--- config.mk ---
export PLATFORM = sky130hd
export DESIGN_NAME = byte_dma
export DESIGN_NICKNAME = d
export VERILOG_FILES = /design/src/rtl/bdma_pkg.sv /design/src/rtl/bdma_route.sv /design/src/rtl/bdma_regs.sv /design/src/rtl/bdma_engine.sv /design/src/rtl/byte_dma.sv
export SDC_FILE = /design/constraint.sdc
export NUM_CORES = 1
export LEC_CHECK = 0
export BUFFER_PORTS_ARGS = -buffer_cell sky130_fd_sc_hd__buf_2
export CORE_MARGIN = 2
export CORE_UTILIZATION = 35
export DETAILED_ROUTE_END_ITERATION = 10
export GPL_TIMING_DRIVEN = 0
export PLACE_DENSITY = 0.61
export SYNTH_ARGS = -nofsm -noshare
export SYNTH_HDL_FRONTEND = slang
export SYNTH_SLANG_ARGS = --single-unit
--- constraint.sdc ---
create_clock -name clk -period 2.5 [get_ports clk]
set_input_delay 0.375 -clock clk [delete_from_list [all_inputs] [get_ports clk]]
set_output_delay 0.375 -clock clk [all_outputs]
set_load 0.01 [all_outputs]
--- src/rtl/bdma_pkg.sv ---
package bdma_pkg;
  localparam int NPORT = 5;

  typedef enum logic [1:0] {ST_IDLE, ST_GET, ST_RWAIT, ST_PUT} bdma_state_e;

  typedef struct packed {
    logic       ok;
    logic       ram;
    logic [2:0] idx;
  } bdma_route_t;

  function automatic bdma_route_t src_route(input logic [3:0] code);
    bdma_route_t r;
    r = '0;
    case (code)
      4'b0001: begin r.ok = 1'b1; r.idx = 3'd0; end
      4'b0010: begin r.ok = 1'b1; r.idx = 3'd1; end
      4'b0101: begin r.ok = 1'b1; r.idx = 3'd2; end
      4'b0111: begin r.ok = 1'b1; r.idx = 3'd3; end
      4'b1001: begin r.ok = 1'b1; r.idx = 3'd4; end
      4'b1111: begin r.ok = 1'b1; r.ram = 1'b1; end
      default: r = '0;
    endcase
    return r;
  endfunction

  function automatic bdma_route_t dst_route(input logic [3:0] code);
    bdma_route_t r;
    r = '0;
    case (code)
      4'b0001: begin r.ok = 1'b1; r.idx = 3'd0; end
      4'b0010: begin r.ok = 1'b1; r.idx = 3'd1; end
      4'b0101: begin r.ok = 1'b1; r.idx = 3'd2; end
      4'b0111: begin r.ok = 1'b1; r.idx = 3'd3; end
      4'b1101: begin r.ok = 1'b1; r.idx = 3'd4; end
      4'b1111: begin r.ok = 1'b1; r.ram = 1'b1; end
      default: r = '0;
    endcase
    return r;
  endfunction
endpackage

--- src/rtl/bdma_route.sv ---
module bdma_route
  import bdma_pkg::*;
#(
  parameter int NP = NPORT
) (
  input  logic [7:0]    cfg,
  output logic [NP-1:0] src_mask,
  output logic [NP-1:0] dst_mask,
  output logic          src_ram,
  output logic          dst_ram,
  output logic          cfg_ok
);
  bdma_route_t s_rt, d_rt;

  assign s_rt    = src_route(cfg[7:4]);
  assign d_rt    = dst_route(cfg[3:0]);
  assign src_ram = s_rt.ok & s_rt.ram;
  assign dst_ram = d_rt.ok & d_rt.ram;
  // both codes legal and not a RAM-to-RAM pair
  assign cfg_ok  = s_rt.ok & d_rt.ok & ~(s_rt.ram & d_rt.ram);

  for (genvar i = 0; i < NP; i++) begin : g_mask
    assign src_mask[i] = s_rt.ok & ~s_rt.ram & (s_rt.idx == 3'(i));
    assign dst_mask[i] = d_rt.ok & ~d_rt.ram & (d_rt.idx == 3'(i));
  end
endmodule

--- src/rtl/bdma_regs.sv ---
module bdma_regs #(
  parameter int CW = 16,
  parameter int AW = 16
) (
  input  logic          clk,
  input  logic          rst_n,
  input  logic          we,
  input  logic [3:0]    addr,
  input  logic [7:0]    wdata,
  output logic [7:0]    rdata,
  input  logic          busy,
  input  logic          step_cnt,
  input  logic          step_ptr,
  output logic [7:0]    cfg,
  output logic          arm,
  output logic          done,
  output logic          cnt_last,
  output logic [AW-1:0] ptr
);
  localparam int CH = CW - 8;
  localparam int AH = AW - 8;

  logic [CW-1:0] cnt, base;
  logic [AW-1:0] reload;
  logic          wr_ok, wrap, clr_done;

  assign wr_ok    = we & ~busy;
  assign cnt_last = &cnt;
  assign wrap     = step_cnt & cnt_last;
  assign clr_done = we & (addr == 4'd1) & wdata[1];

  always_ff @(posedge clk or negedge rst_n) begin
    if (!rst_n) begin
      cfg <= '0; arm <= 1'b0; done <= 1'b0;
      cnt <= '0; base <= '0; ptr <= '0; reload <= '0;
    end else begin
      if (wrap) begin
        cnt  <= base;
        ptr  <= reload;
        arm  <= 1'b0;
        done <= 1'b1;
      end else begin
        if (step_cnt) cnt <= cnt + 1'b1;
        if (step_ptr) ptr <= ptr + 1'b1;
        if (clr_done) done <= 1'b0;
      end
      if (wr_ok) begin
        case (addr)
          4'd0: cfg           <= wdata;
          4'd1: arm           <= wdata[0];
          4'd2: cnt[7:0]      <= wdata;
          4'd3: cnt[CW-1:8]   <= wdata[CH-1:0];
          4'd4: base[7:0]     <= wdata;
          4'd5: base[CW-1:8]  <= wdata[CH-1:0];
          4'd6: ptr[7:0]      <= wdata;
          4'd7: ptr[AW-1:8]   <= wdata[AH-1:0];
          4'd8: reload[7:0]   <= wdata;
          4'd9: reload[AW-1:8] <= wdata[AH-1:0];
          default: ;
        endcase
      end
    end
  end

  always_comb begin
    case (addr)
      4'd0:    rdata = cfg;
      4'd1:    rdata = {5'b0, busy, done, arm};
      4'd2:    rdata = cnt[7:0];
      4'd3:    rdata = 8'(cnt[CW-1:8]);
      4'd4:    rdata = base[7:0];
      4'd5:    rdata = 8'(base[CW-1:8]);
      4'd6:    rdata = ptr[7:0];
      4'd7:    rdata = 8'(ptr[AW-1:8]);
      4'd8:    rdata = reload[7:0];
      4'd9:    rdata = 8'(reload[AW-1:8]);
      default: rdata = 8'h00;
    endcase
  end

  AST_WRAP_RELOAD: assert property (@(posedge clk) disable iff (!rst_n)
    wrap |=> (cnt == $past(base) && ptr == $past(reload) && !arm && done));
  AST_CNT_STEP: assert property (@(posedge clk) disable iff (!rst_n)
    (step_cnt && !cnt_last) |=> cnt == CW'($past(cnt) + 1'b1));
  AST_DONE_STICKY: assert property (@(posedge clk) disable iff (!rst_n)
    (done && !clr_done) |=> done);
  AST_CFG_FROZEN: assert property (@(posedge clk) disable iff (!rst_n)
    (busy && we && addr == 4'd0) |=> cfg == $past(cfg));
endmodule

--- src/rtl/bdma_engine.sv ---
module bdma_engine
  import bdma_pkg::*;
#(
  parameter int NP = NPORT,
  parameter int DW = 8,
  parameter int AW = 16
) (
  input  logic            clk,
  input  logic            rst_n,
  input  logic            trigger,
  input  logic            arm,
  input  logic            cfg_ok,
  input  logic [NP-1:0]   src_mask,
  input  logic [NP-1:0]   dst_mask,
  input  logic            src_ram,
  input  logic            dst_ram,
  input  logic            cnt_last,
  input  logic [AW-1:0]   ptr,
  input  logic [NP-1:0]   rx_valid,
  input  logic [NP*DW-1:0] rx_data,
  output logic [NP-1:0]   rx_ready,
  output logic [NP-1:0]   tx_valid,
  output logic [DW-1:0]   tx_data,
  input  logic [NP-1:0]   tx_ready,
  output logic            ram_en,
  output logic            ram_we,
  output logic [AW-1:0]   ram_addr,
  output logic [DW-1:0]   ram_wdata,
  input  logic [DW-1:0]   ram_rdata,
  output logic            step_cnt,
  output logic            step_ptr,
  output logic            busy
);
  bdma_state_e st, st_nxt;
  logic [DW-1:0] hold_q, src_byte;
  logic          take_rx, take_ram;

  always_comb begin
    src_byte = '0;
    for (int i = 0; i < NP; i++)
      if (src_mask[i]) src_byte = rx_data[i*DW +: DW];
  end

  always_comb begin
    st_nxt   = st;
    rx_ready = '0;
    tx_valid = '0;
    ram_en   = 1'b0;
    ram_we   = 1'b0;
    step_cnt = 1'b0;
    step_ptr = 1'b0;
    take_rx  = 1'b0;
    take_ram = 1'b0;
    case (st)
      ST_IDLE: if (trigger && arm && cfg_ok) st_nxt = ST_GET;
      ST_GET: begin
        if (src_ram) begin
          ram_en   = 1'b1;
          step_ptr = 1'b1;
          st_nxt   = ST_RWAIT;
        end else begin
          rx_ready = src_mask;
          if (|(src_mask & rx_valid)) begin
            take_rx = 1'b1;
            st_nxt  = ST_PUT;
          end
        end
      end
      ST_RWAIT: begin
        take_ram = 1'b1;
        st_nxt   = ST_PUT;
      end
      ST_PUT: begin
        if (dst_ram) begin
          ram_en   = 1'b1;
          ram_we   = 1'b1;
          step_ptr = 1'b1;
          step_cnt = 1'b1;
        end else begin
          tx_valid = dst_mask;
          step_cnt = |(dst_mask & tx_ready);
        end
        if (step_cnt) st_nxt = cnt_last ? ST_IDLE : ST_GET;
      end
      default: st_nxt = ST_IDLE;
    endcase
  end

  always_ff @(posedge clk or negedge rst_n) begin
    if (!rst_n) begin
      st     <= ST_IDLE;
      hold_q <= '0;
    end else begin
      st <= st_nxt;
      if (take_rx)       hold_q <= src_byte;
      else if (take_ram) hold_q <= ram_rdata;
    end
  end

  assign busy      = (st != ST_IDLE);
  assign tx_data   = hold_q;
  assign ram_wdata = hold_q;
  assign ram_addr  = ptr;

  AST_ONE_SRC: assert property (@(posedge clk) disable iff (!rst_n)
    $onehot0(rx_ready) && ((rx_ready & ~src_mask) == '0));
  AST_ONE_DST: assert property (@(posedge clk) disable iff (!rst_n)
    $onehot0(tx_valid) && ((tx_valid & ~dst_mask) == '0));
  AST_TX_HOLD: assert property (@(posedge clk) disable iff (!rst_n)
    (|(tx_valid & ~tx_ready)) |=> ($stable(tx_valid) && $stable(tx_data)));
  AST_RAM_RD_GAP: assert property (@(posedge clk) disable iff (!rst_n)
    (ram_en && !ram_we) |=> !ram_en);
endmodule

--- src/rtl/byte_dma.sv ---
module byte_dma
  import bdma_pkg::*;
#(
  parameter int DW = 8,
  parameter int CW = 16,
  parameter int AW = 16
) (
  input  logic               clk,
  input  logic               rst_n,
  input  logic               reg_we,
  input  logic [3:0]         reg_addr,
  input  logic [7:0]         reg_wdata,
  output logic [7:0]         reg_rdata,
  input  logic               trigger,
  output logic               done_flag,
  input  logic [NPORT-1:0]   rx_valid,
  input  logic [NPORT*DW-1:0] rx_data,
  output logic [NPORT-1:0]   rx_ready,
  output logic [NPORT-1:0]   tx_valid,
  output logic [DW-1:0]      tx_data,
  input  logic [NPORT-1:0]   tx_ready,
  output logic               ram_en,
  output logic               ram_we,
  output logic [AW-1:0]      ram_addr,
  output logic [DW-1:0]      ram_wdata,
  input  logic [DW-1:0]      ram_rdata
);
  logic [7:0]       cfg;
  logic             arm, busy, cnt_last, step_cnt, step_ptr;
  logic             src_ram, dst_ram, cfg_ok;
  logic [NPORT-1:0] src_mask, dst_mask;
  logic [AW-1:0]    ptr;

  bdma_regs #(.CW(CW), .AW(AW)) u_regs (
    .clk(clk), .rst_n(rst_n), .we(reg_we), .addr(reg_addr), .wdata(reg_wdata),
    .rdata(reg_rdata), .busy(busy), .step_cnt(step_cnt), .step_ptr(step_ptr),
    .cfg(cfg), .arm(arm), .done(done_flag), .cnt_last(cnt_last), .ptr(ptr)
  );

  bdma_route #(.NP(NPORT)) u_route (
    .cfg(cfg), .src_mask(src_mask), .dst_mask(dst_mask),
    .src_ram(src_ram), .dst_ram(dst_ram), .cfg_ok(cfg_ok)
  );

  bdma_engine #(.NP(NPORT), .DW(DW), .AW(AW)) u_eng (
    .clk(clk), .rst_n(rst_n), .trigger(trigger), .arm(arm), .cfg_ok(cfg_ok),
    .src_mask(src_mask), .dst_mask(dst_mask), .src_ram(src_ram), .dst_ram(dst_ram),
    .cnt_last(cnt_last), .ptr(ptr), .rx_valid(rx_valid), .rx_data(rx_data),
    .rx_ready(rx_ready), .tx_valid(tx_valid), .tx_data(tx_data), .tx_ready(tx_ready),
    .ram_en(ram_en), .ram_we(ram_we), .ram_addr(ram_addr), .ram_wdata(ram_wdata),
    .ram_rdata(ram_rdata), .step_cnt(step_cnt), .step_ptr(step_ptr), .busy(busy)
  );

  AST_START_ARMED: assert property (@(posedge clk) disable iff (!rst_n)
    $rose(busy) |-> $past(arm && trigger));
endmodule

==> results of run 1 <==
## layout make-up
| type | instances | area, um2 | area share (%) |
|---|---|---|---|
| multi-input combinational | 481 | 3330 | 47.2 |
| sequential | 84 | 2100 | 29.8 |
| timing repair buffer | 126 | 683 | 9.69 |
| buffer | 51 | 284 | 4.03 |
| tap | 216 | 270 | 3.83 |
| clock buffer | 11 | 253 | 3.59 |
| clock inverter | 4 | 72.6 | 1.03 |
| inverter | 15 | 58.8 | 0.834 |
## layer usage
layer  wire length, um  up-vias  GRT usage [%]
li1                  -     2618              -
met1              8910     2772           31.8
met2              9230      302           36.6
met3              1850       29           5.92
met4               439        0           8.70
met5                 0        -              0
## worst register-to-register path, stage by stage (launching register included)
cell and delay [ps]:
dfrtp_1 400, inv_1 100, ha_1 140, buf_2 180
nand2_1 200, nor4_2 860, mux2_2 440
## flip-flops by register name, summed over array words and instances (netlist names)
register,cells
u_regs.done,1
u_regs.reload,16
u_regs.cfg,8
u_regs.cnt,16
u_regs.arm,1
u_regs.ptr,16
u_eng.ram_wdata,8
u_regs.base,16
u_eng.st,2
## logic make-up after synthesis
family / share of synthesized area (%)
mux: 15.9
simple gates: 20.4
fa+ha+maj: 1.31
flops: 36.6
buf+inv: 5.69
xor+xnor: 2.60
compound gates: 17.4
## power by group
part	internal (mW)	switching, mW	leakage [nW]	total (mW)
Sequential	1.36	0	1.12	1.36
Clock	0.922	0.560	0.158	1.48
Combinational	0.0751	0.140	1.90	0.215
## worst max-delay path by stage
stage / start / to / slack, ps / cells after the start
finish: u_eng.st[0] / u_regs.reload[0] / 60 / 6
floorplan: reg_addr[1] / reg_rdata[1] / 380 / 5
global route: u_eng.st[0] / u_regs.cnt[10] / -30 / 9
global placement: reg_addr[0] / reg_rdata[7] / -250 / 7
CTS: u_eng.st[0] / u_regs.cnt[8] / 30 / 8
detailed placement: reg_addr[1] / reg_rdata[1] / -230 / 6
## layout by cell type, fill, tap and decap left out, types with 3 or more instances in the layout
cell type / synthesis / final
mux4_2: 3 / 3
nand2_1: 74 / 74
nand4_1: 15 / 15
nor2_1: 33 / 32
nand2b_1: 6 / 6
xor2_1: 7 / 7
dfrtp_1: 84 / 84
nor4_2: 1 / 3
nand3_1: 18 / 18
nor4_1: 8 / 6
clkbuf_1: 10 / 7
ha_1: 6 / 6
xnor2_1: 10 / 10
a31oi_1: 8 / 8
a22o_1: 5 / 5
a221oi_1: 3 / 3
a222oi_1: 7 / 7
a22oi_1: 13 / 13
clkbuf_16: 0 / 9
buf_1: 13 / 7
buf_2: 14 / 136
and3_1: 8 / 8
a21oi_1: 22 / 22
nor2b_1: 11 / 10
clkbuf_2: 3 / 7
mux2_2: 42 / 42
mux2i_1: 35 / 35
buf_4: 9 / 15
and4_1: 4 / 4
o21ai_0: 52 / 51
o21ai_1: 7 / 8
a32oi_1: 5 / 5
nor3_1: 25 / 25
inv_1: 14 / 14
## what timing repair did
action / in CTS / in global routing
setup endpoints to repair: 7 / 24
hold buffers: 0 / 0
buffers inserted: 0 / 6
pin swaps: 0 / 1
gates resized for setup: 8 / 10
## metrics by stage
| step | worst slack, ps | TNS (ps) |
|---|---|---|
| after CTS | 26.0 | 0 |
| after detailed placement | -228 | -752 |
| after global routing | -34.2 | -178 |
| after floorplan | 376 | 0 |
| final | 62.8 | 0 |
| after global placement | -250 | -731 |
==> key figures, run 1 <==
Status
  – Status: completed

Clock tree
  – CTS sink count: 84
  – Worst-Skew Late Latency: 360 ps
  – CTS max path bufs: 2
  – CTS Root Cell: clkbuf_16
  – Htree depth: 3
  – CTS Buf Count: 9
  – CTS tree: built
  – Clock-pin slew on the worst setup and hold paths: 60 ps

Timing
  – Final Max Tran Viols: 0
  – RSZ-0062 raised after global routing: true
  – Post-Route Skew: 7.97 ps
  – Period utilization: 97.5%
  – Max Clock Freq: 0.410 GHz
  – Setup violators final: 0
  – Relative slew slack: 27.1%
  – Min Tclk post-route: 2440 ps
  – Final Hold Fails: 0
  – Hold WS: 7.25 ps
  – Worst-Margin Slew: 1080 ps

Critical path
  – Crit-path leading delay family: simple AND/OR/NAND/NOR gates
  – FF-to-FF setup slack: 60 ps
  – Setup crit end kind: flip-flop
  – Type of origin of the critical path: flip-flop
  – R2R Path Start: u_eng.st[0]
  – Cell chain of the critical path: inv_1 > ha_1 > buf_2 > nand2_1 > nor4_2 > mux2_2
  – Worst path max stage delay: 860 ps
  – Bufs and invs on worst path: 2
  – R2r worst-path depth: 6
  – Worst EP required: 2740 ps
  – Reg2reg end: u_regs.reload[0]
  – CP Class: reg -> reg
  – Maximum fanout along the worst path: 8
  – Worst Path Arrival: 2670 ps
  – Slowest CP cell: nor4_2

Synthesis
  – Synth top cells by count: 84 x dfrtp_1, 74 x nand2_1, 52 x o21ai_0
  – Ys async rst share: 100%
  – Yosys top cell area share: 36.6%
  – Synth Flop Type: dfrtp_1
  – Area leader, netlist: dfrtp_1
  – EDFF count, synth: 0
  – Netlist Area Pre-Place: 5740 um2
  – Mapped Nets: 711
  – Mean post-synth cell area: 9.09 um2
  – Most common cell in the synthesized netlist: dfrtp_1
  – Largest cells by area after synthesis: dfrtp_1 37%, mux2_2 8.2%, mux2i_1 6.1%
  – #FFs+latches synth: 84
  – Seq/Total Area, Yosys: 36.6%
  – Synth Warn #: 0
  – Post-synthesis cell count: 631
  – Yosys cell types: 75

Hold path
  – Hold Crit Class: in -> async

Run
  – Max-Cap Viols: 0

Placement
  – GPL Wtd Cong: 0.948
  – Number of port buffers: 119
  – Detailed placement HPWL: 15.3 mm
  – Placed cell area: 6630 um2
  – Dpl cells: 967

Floorplanning
  – Initial Util: 36.0%
  – Die height: 132 um
  – Cell Rows: 46
  – Io pins: 127
  – Total Die Area: 17400 um2
  – Core Area: 15900 um2
  – Die Width: 132 um

GRT
  – Global route overflow: 0
  – Gr usage total: 23.6%
  – Initial antenna violation count: 0
  – Vias in the first global route: 5408
  – First-pass GRT wire length: 31.7 mm
  – Largest net degree at the start of global routing: 44

Drt
  – Final ANT Viol Nets: 0
  – Avg WL per Cell: 20.7 um
  – Drc violations: 0
  – WL final: 20.4 mm
  – DR iter-0 viols: 640
  – Vias/cell: 5.79
  – Vias: 5721
  – First drt pass iteration count: 7

Finish
  – Share of cells above drive strength 1: 31.2%
  – Final #Nets: 848
  – Filler cells: 1569
  – Post-layout utilization of the core: 44.2%
  – Final Instance Area: 7050 um2
  – Area grow syn2layout: 22.9%
  – Finished Layout Cells: 988
  – Number of diodes: 0

Power and ir drop
  – VDD IR max: 0.350 mV
  – P_leak: 3.18 nW
  – Post-layout power: 3.06 mW
  – PwrDens: 434 nW/um2
Power figures use the tool's default switching activity.
==> run 2, diff against run 1 <==
Clock period 2.5 ns to 2.3 ns, I/O delays scaled along.
==> key figures, run 2 (synthesis results as in run 1) <==
Status
  – Status: finished with violations
  – Failing checks: hold timing

Drt
  – Drc violations: 0
  – WL final: 20.6 mm
  – Avg WL per Cell: 20.9 um
  – Vias: 5731
  – Vias/cell: 5.82
  – Final ANT Viol Nets: 0
  – First drt pass iteration count: 6
  – DR iter-0 viols: 632

Power and ir drop
  – PwrDens: 468 nW/um2
  – P_leak: 3.19 nW
  – VDD IR max: 0.379 mV
  – Post-layout power: 3.34 mW

Finish
  – Commonest non-fill, non-tap cell in the layout: buf_2
  – Number of diodes: 0
  – Final Instance Area: 7130 um2
  – Final #Nets: 845
  – Area grow syn2layout: 24.2%
  – Share of cells above drive strength 1: 32.6%
  – Post-layout utilization of the core: 44.7%
  – Most frequent cells in the layout: 133 x buf_2, 83 x dfrtp_1, 72 x nand2_1

Floorplanning
  – Core Area: 15900 um2
  – Die height: 132 um
  – Io pins: 127
  – Initial Util: 36.0%
  – Total Die Area: 17400 um2
  – Die Width: 132 um
  – Cell Rows: 46

Timing
  – Setup violators final: 0
  – Post-route setup slack: 17.3 ps
  – Hold WS: -25.6 ps
  – Max Clock Freq: 0.438 GHz
  – Worst-Margin Slew: 890 ps
  – Period utilization: 99.2%
  – Final Max Tran Viols: 0
  – Total negative slack: 0 ps
  – Min Tclk post-route: 2280 ps
  – Post-Route Skew: 6.43 ps
  – Relative slew slack: 40.2%
  – Final Hold Fails: 19
  – RSZ-0062 raised after global routing: true

Clock tree
  – CTS max path bufs: 2
  – Htree depth: 3
  – Clock-pin slew on the worst setup and hold paths: 60 ps
  – Worst-Skew Late Latency: 360 ps
  – # hold bufs at CTS: 0
  – CTS Root Cell: clkbuf_16
  – CTS tree: built
  – CTS sink count: 84
  – CTS Buf Count: 9

Run
  – Max-Cap Viols: 0

Placement
  – GPL Wtd Cong: 0.948
  – Worst slack at placement: -368 ps
  – Number of port buffers: 119
  – Detailed placement HPWL: 15.3 mm
  – Placed cell area: 6630 um2

Critical path
  – Worst EP required: 1960 ps
  – Type of origin of the critical path: flip-flop
  – Bufs and invs on worst path: 1
  – CP Class: reg -> out
  – Worst Path Arrival: 1940 ps
  – Worst path max stage delay: 530 ps
  – Slowest CP cell: dfrtp_1
  – Cell chain of the critical path: mux4_2 > a221o_1 > buf_2
  – Crit-path leading delay family: flip-flops
  – Maximum fanout along the worst path: 8
  – Setup crit end kind: output pin

GRT
  – Largest net degree at the start of global routing: 44
  – Vias in the first global route: 5429
  – Gr usage total: 23.7%
  – Global route overflow: 0
  – First-pass GRT wire length: 31.8 mm
  – Initial antenna violation count: 0

Hold path
  – Hold Crit Class: in -> async
==> run 2: changes by cell type in the layout (fill, tap and decap cells not counted), sizes merged <==
cell	delta
buf	-4
clkbuf	+1
inv	-1
clkinv	+1
==> run 2: what timing repair did <==
action                     in CTS  in global routing
resized for setup              19                 30
setup endpoints to repair      29                 46
pin swaps                       2                  1
setup buffers                   3                  0
==> run 2: routing by layer <==
metal	up-vias	routed length, um	global-route usage, %
li1	2611	-	-
met1	2778	8840	31.9
met2	309	9420	36.7
met3	33	1890	5.92
met4	0	462	8.88
met5	-	0	0
==> run 2: power by group <==
group          internal, mW  leakage (nW)  switching [mW]  total [mW]
Combinational        0.0838          1.91           0.157       0.241
Clock                  1.00         0.158           0.615        1.62
Sequential             1.48          1.12               0        1.48
==> run 2: path summary, 6_finish.rpt <==
kind / startpoint / endpoint / slack [ps] / cells past startpoint
max: u_regs.ptr[3] / reg_rdata[3] / 20 / 3
min: rst_n / u_regs.cfg[1] / -30 / 1
max reg2reg: u_regs.cfg[0] / u_regs.ptr[0] / 50 / 7
min reg2reg: u_regs.base[10] / u_regs.base[10] / 550 / 1
max in group asynchronous: rst_n / u_regs.cnt[0] / 1700 / 2
min in group clk: ram_rdata[6] / u_eng.ram_wdata[6] / 270 / 3
==> run 2: cell type report <==
class | count | area (um2)
plain buffers | 51 | 302
flip-flops and latches | 84 | 2100
clock inverters | 4 | 72.6
repair buffers | 123 | 673
inverters | 15 | 61.3
well taps | 216 | 270
clock buffers | 11 | 253
multi-input cells | 481 | 3390
fillers | 1561 | 8820
==> run 2: per-stage QoR <==
stage,hold slack (ps),cells
global placement,514,966
global route,23.9,985
finish,-25.6,985
detailed placement,379,967
CTS,1.36,985
floorplan,49.4,631
==> run 3, diff against run 2 <==
==> constraint.sdc (replaced) <==
create_clock -name clk -period 2.3 [get_ports clk]
set_input_delay 0.23 -clock clk [delete_from_list [all_inputs] [get_ports clk]]
set_output_delay 0.23 -clock clk [all_outputs]
set_load 0.01 [all_outputs]
==> key figures, run 3 (synthesis results as in run 1) <==
Status
  – Status: completed

GRT
  – Global route overflow: 0
  – Vias in the first global route: 5421
  – Largest net degree at the start of global routing: 44
  – First-pass GRT wire length: 31.8 mm
  – Initial antenna violation count: 0
  – Gr usage total: 23.7%

Power and ir drop
  – Clock share of power: 48.5%
  – P_leak: 3.19 nW
  – Comb pwr share: 7.2%
  – Net Sw Power: 0.771 mW
  – Sequential cell fraction of total power: 44.3%
  – PwrDens: 468 nW/um2
  – Internal: 2.56 mW
  – VDD IR max: 0.382 mV
  – Post-layout power: 3.33 mW
  – Sw frac: 23.1%

Finish
  – Most frequent cells in the layout: 133 x buf_2, 82 x dfrtp_1, 72 x nand2_1
  – Area grow syn2layout: 24.2%
  – Commonest non-fill, non-tap cell in the layout: buf_2
  – Share of cells above drive strength 1: 32.5%
  – Number of diodes: 0
  – Final #Nets: 846
  – Final Instance Area: 7130 um2
  – Finished Layout Cells: 986

Timing
  – Final Max Tran Viols: 0
  – Min Tclk post-route: 2260 ps
  – Post-route setup slack: 44.7 ps
  – Relative slew slack: 40.3%
  – Worst-Margin Slew: 889 ps
  – Final Hold Fails: 0
  – Period utilization: 98.1%
  – RSZ-0062 raised after global routing: true
  – Max Clock Freq: 0.443 GHz
  – Hold WS: 158 ps
  – Post-Route Skew: 7.07 ps
  – Setup violators final: 0

Critical path
  – Crit-path leading delay family: multiplexers
  – Cell chain of the critical path: clkbuf_2 > nand3b_1 > a211o_1 > and2_4 > nor2_8 > mux2_1 > mux2_2
  – Worst Path Arrival: 2500 ps
  – Worst path max stage delay: 400 ps
  – FF-to-FF setup slack: 40 ps
  – CP Class: reg -> reg
  – Worst EP required: 2540 ps
  – Maximum fanout along the worst path: 9
  – Slowest CP cell: a211o_1
  – Type of origin of the critical path: flip-flop
  – Setup crit end kind: flip-flop
  – Bufs and invs on worst path: 1

Floorplanning
  – Cell Rows: 46
  – Core Area: 15900 um2
  – Total Die Area: 17400 um2
  – Io pins: 127
  – Initial Util: 36.0%
  – Die height: 132 um
  – Die Width: 132 um

Drt
  – Drc violations: 0
  – First drt pass iteration count: 7
  – Vias: 5740
  – Final ANT Viol Nets: 0
  – Avg WL per Cell: 20.9 um
  – Vias/cell: 5.82
  – DR iter-0 viols: 675
  – WL final: 20.6 mm

Placement
  – Worst slack at placement: -166 ps
  – GPL Wtd Cong: 0.948
  – Detailed placement HPWL: 15.3 mm
  – Placed cell area: 6630 um2
  – Number of port buffers: 119
  – Dpl cells: 967

Clock tree
  – Htree depth: 3
  – CTS Root Cell: clkbuf_16
  – CTS max path bufs: 2
  – Worst-Skew Late Latency: 360 ps
  – CTS sink count: 84
  – Clock-pin slew on the worst setup and hold paths: 60 ps
  – CTS tree: built
  – CTS Buf Count: 9

Hold path
  – Hold Crit Class: in -> reg

Run
  – Max-Cap Viols: 0
-- run 3: repair_timing --
action | 4_1_cts | 5_1_grt
endpoints found under the setup margin | 25 | 46
pin swaps | 1 | 0
hold buffers | 1 | 0
setup buffers | 3 | 1
resized for setup | 12 | 26
hold endpoints to repair | 41 | 0
-- run 3: layer usage --
metal,vias up,GRT usage (%),share of wire (%)
met5,-,0,0
met4,0,8.33,2.0
met3,32,5.88,9.5
met2,344,37.0,46
met1,2746,32.0,43
li1,2618,-,-
-- run 3: worst register-to-register path, stage by stage (launching register included) --
cell and delay (ps):
dfrtp_1 350, clkbuf_2 200, nand3b_1 220, a211o_1 400, and2_4 250, nor2_8 130, mux2_1 330, mux2_2 260
-- run 3: power groups by stage --
stage                     combinational [mW]  clock, mW  sequential (mW)
after global routing                   0.259       1.71             1.48
after detailed placement               0.230          0             1.50
after global placement                 0.224          0             1.50
after CTS                              0.236       1.63             1.48
final                                  0.240       1.62             1.48
after floorplan                       0.0811          0             1.51
-- run 3: cell type report --
cell class	count	area, um2
repair buffers	125	691
inverters	15	58.8
clock inverters	4	72.6
multi-input cells	481	3390
well taps	216	270
clock buffers	11	253
fillers	1566	8820
plain buffers	50	284
flip-flops and latches	84	2100
-- run 3: through the flow --
stage	utilization (%)	TNS (ps)
floorplan	-	0
global placement	41.4	-1090
detailed placement	41.6	-1120
CTS	44.2	0
global route	44.7	-300
finish	44.7	0
-- run 3: worst paths after layout --
kind	start	depth (start not counted)	end
max reg2reg	u_regs.cfg[0]	7	u_regs.ptr[0]
min in group asynchronous	rst_n	2	u_regs.cfg[1]
max in group asynchronous	rst_n	3	u_regs.cnt[15]
min	ram_rdata[6]	3	u_eng.ram_wdata[6]
max	u_regs.cfg[0]	7	u_regs.ptr[0]
min reg2reg	u_regs.reload[13]	1	u_regs.reload[13]
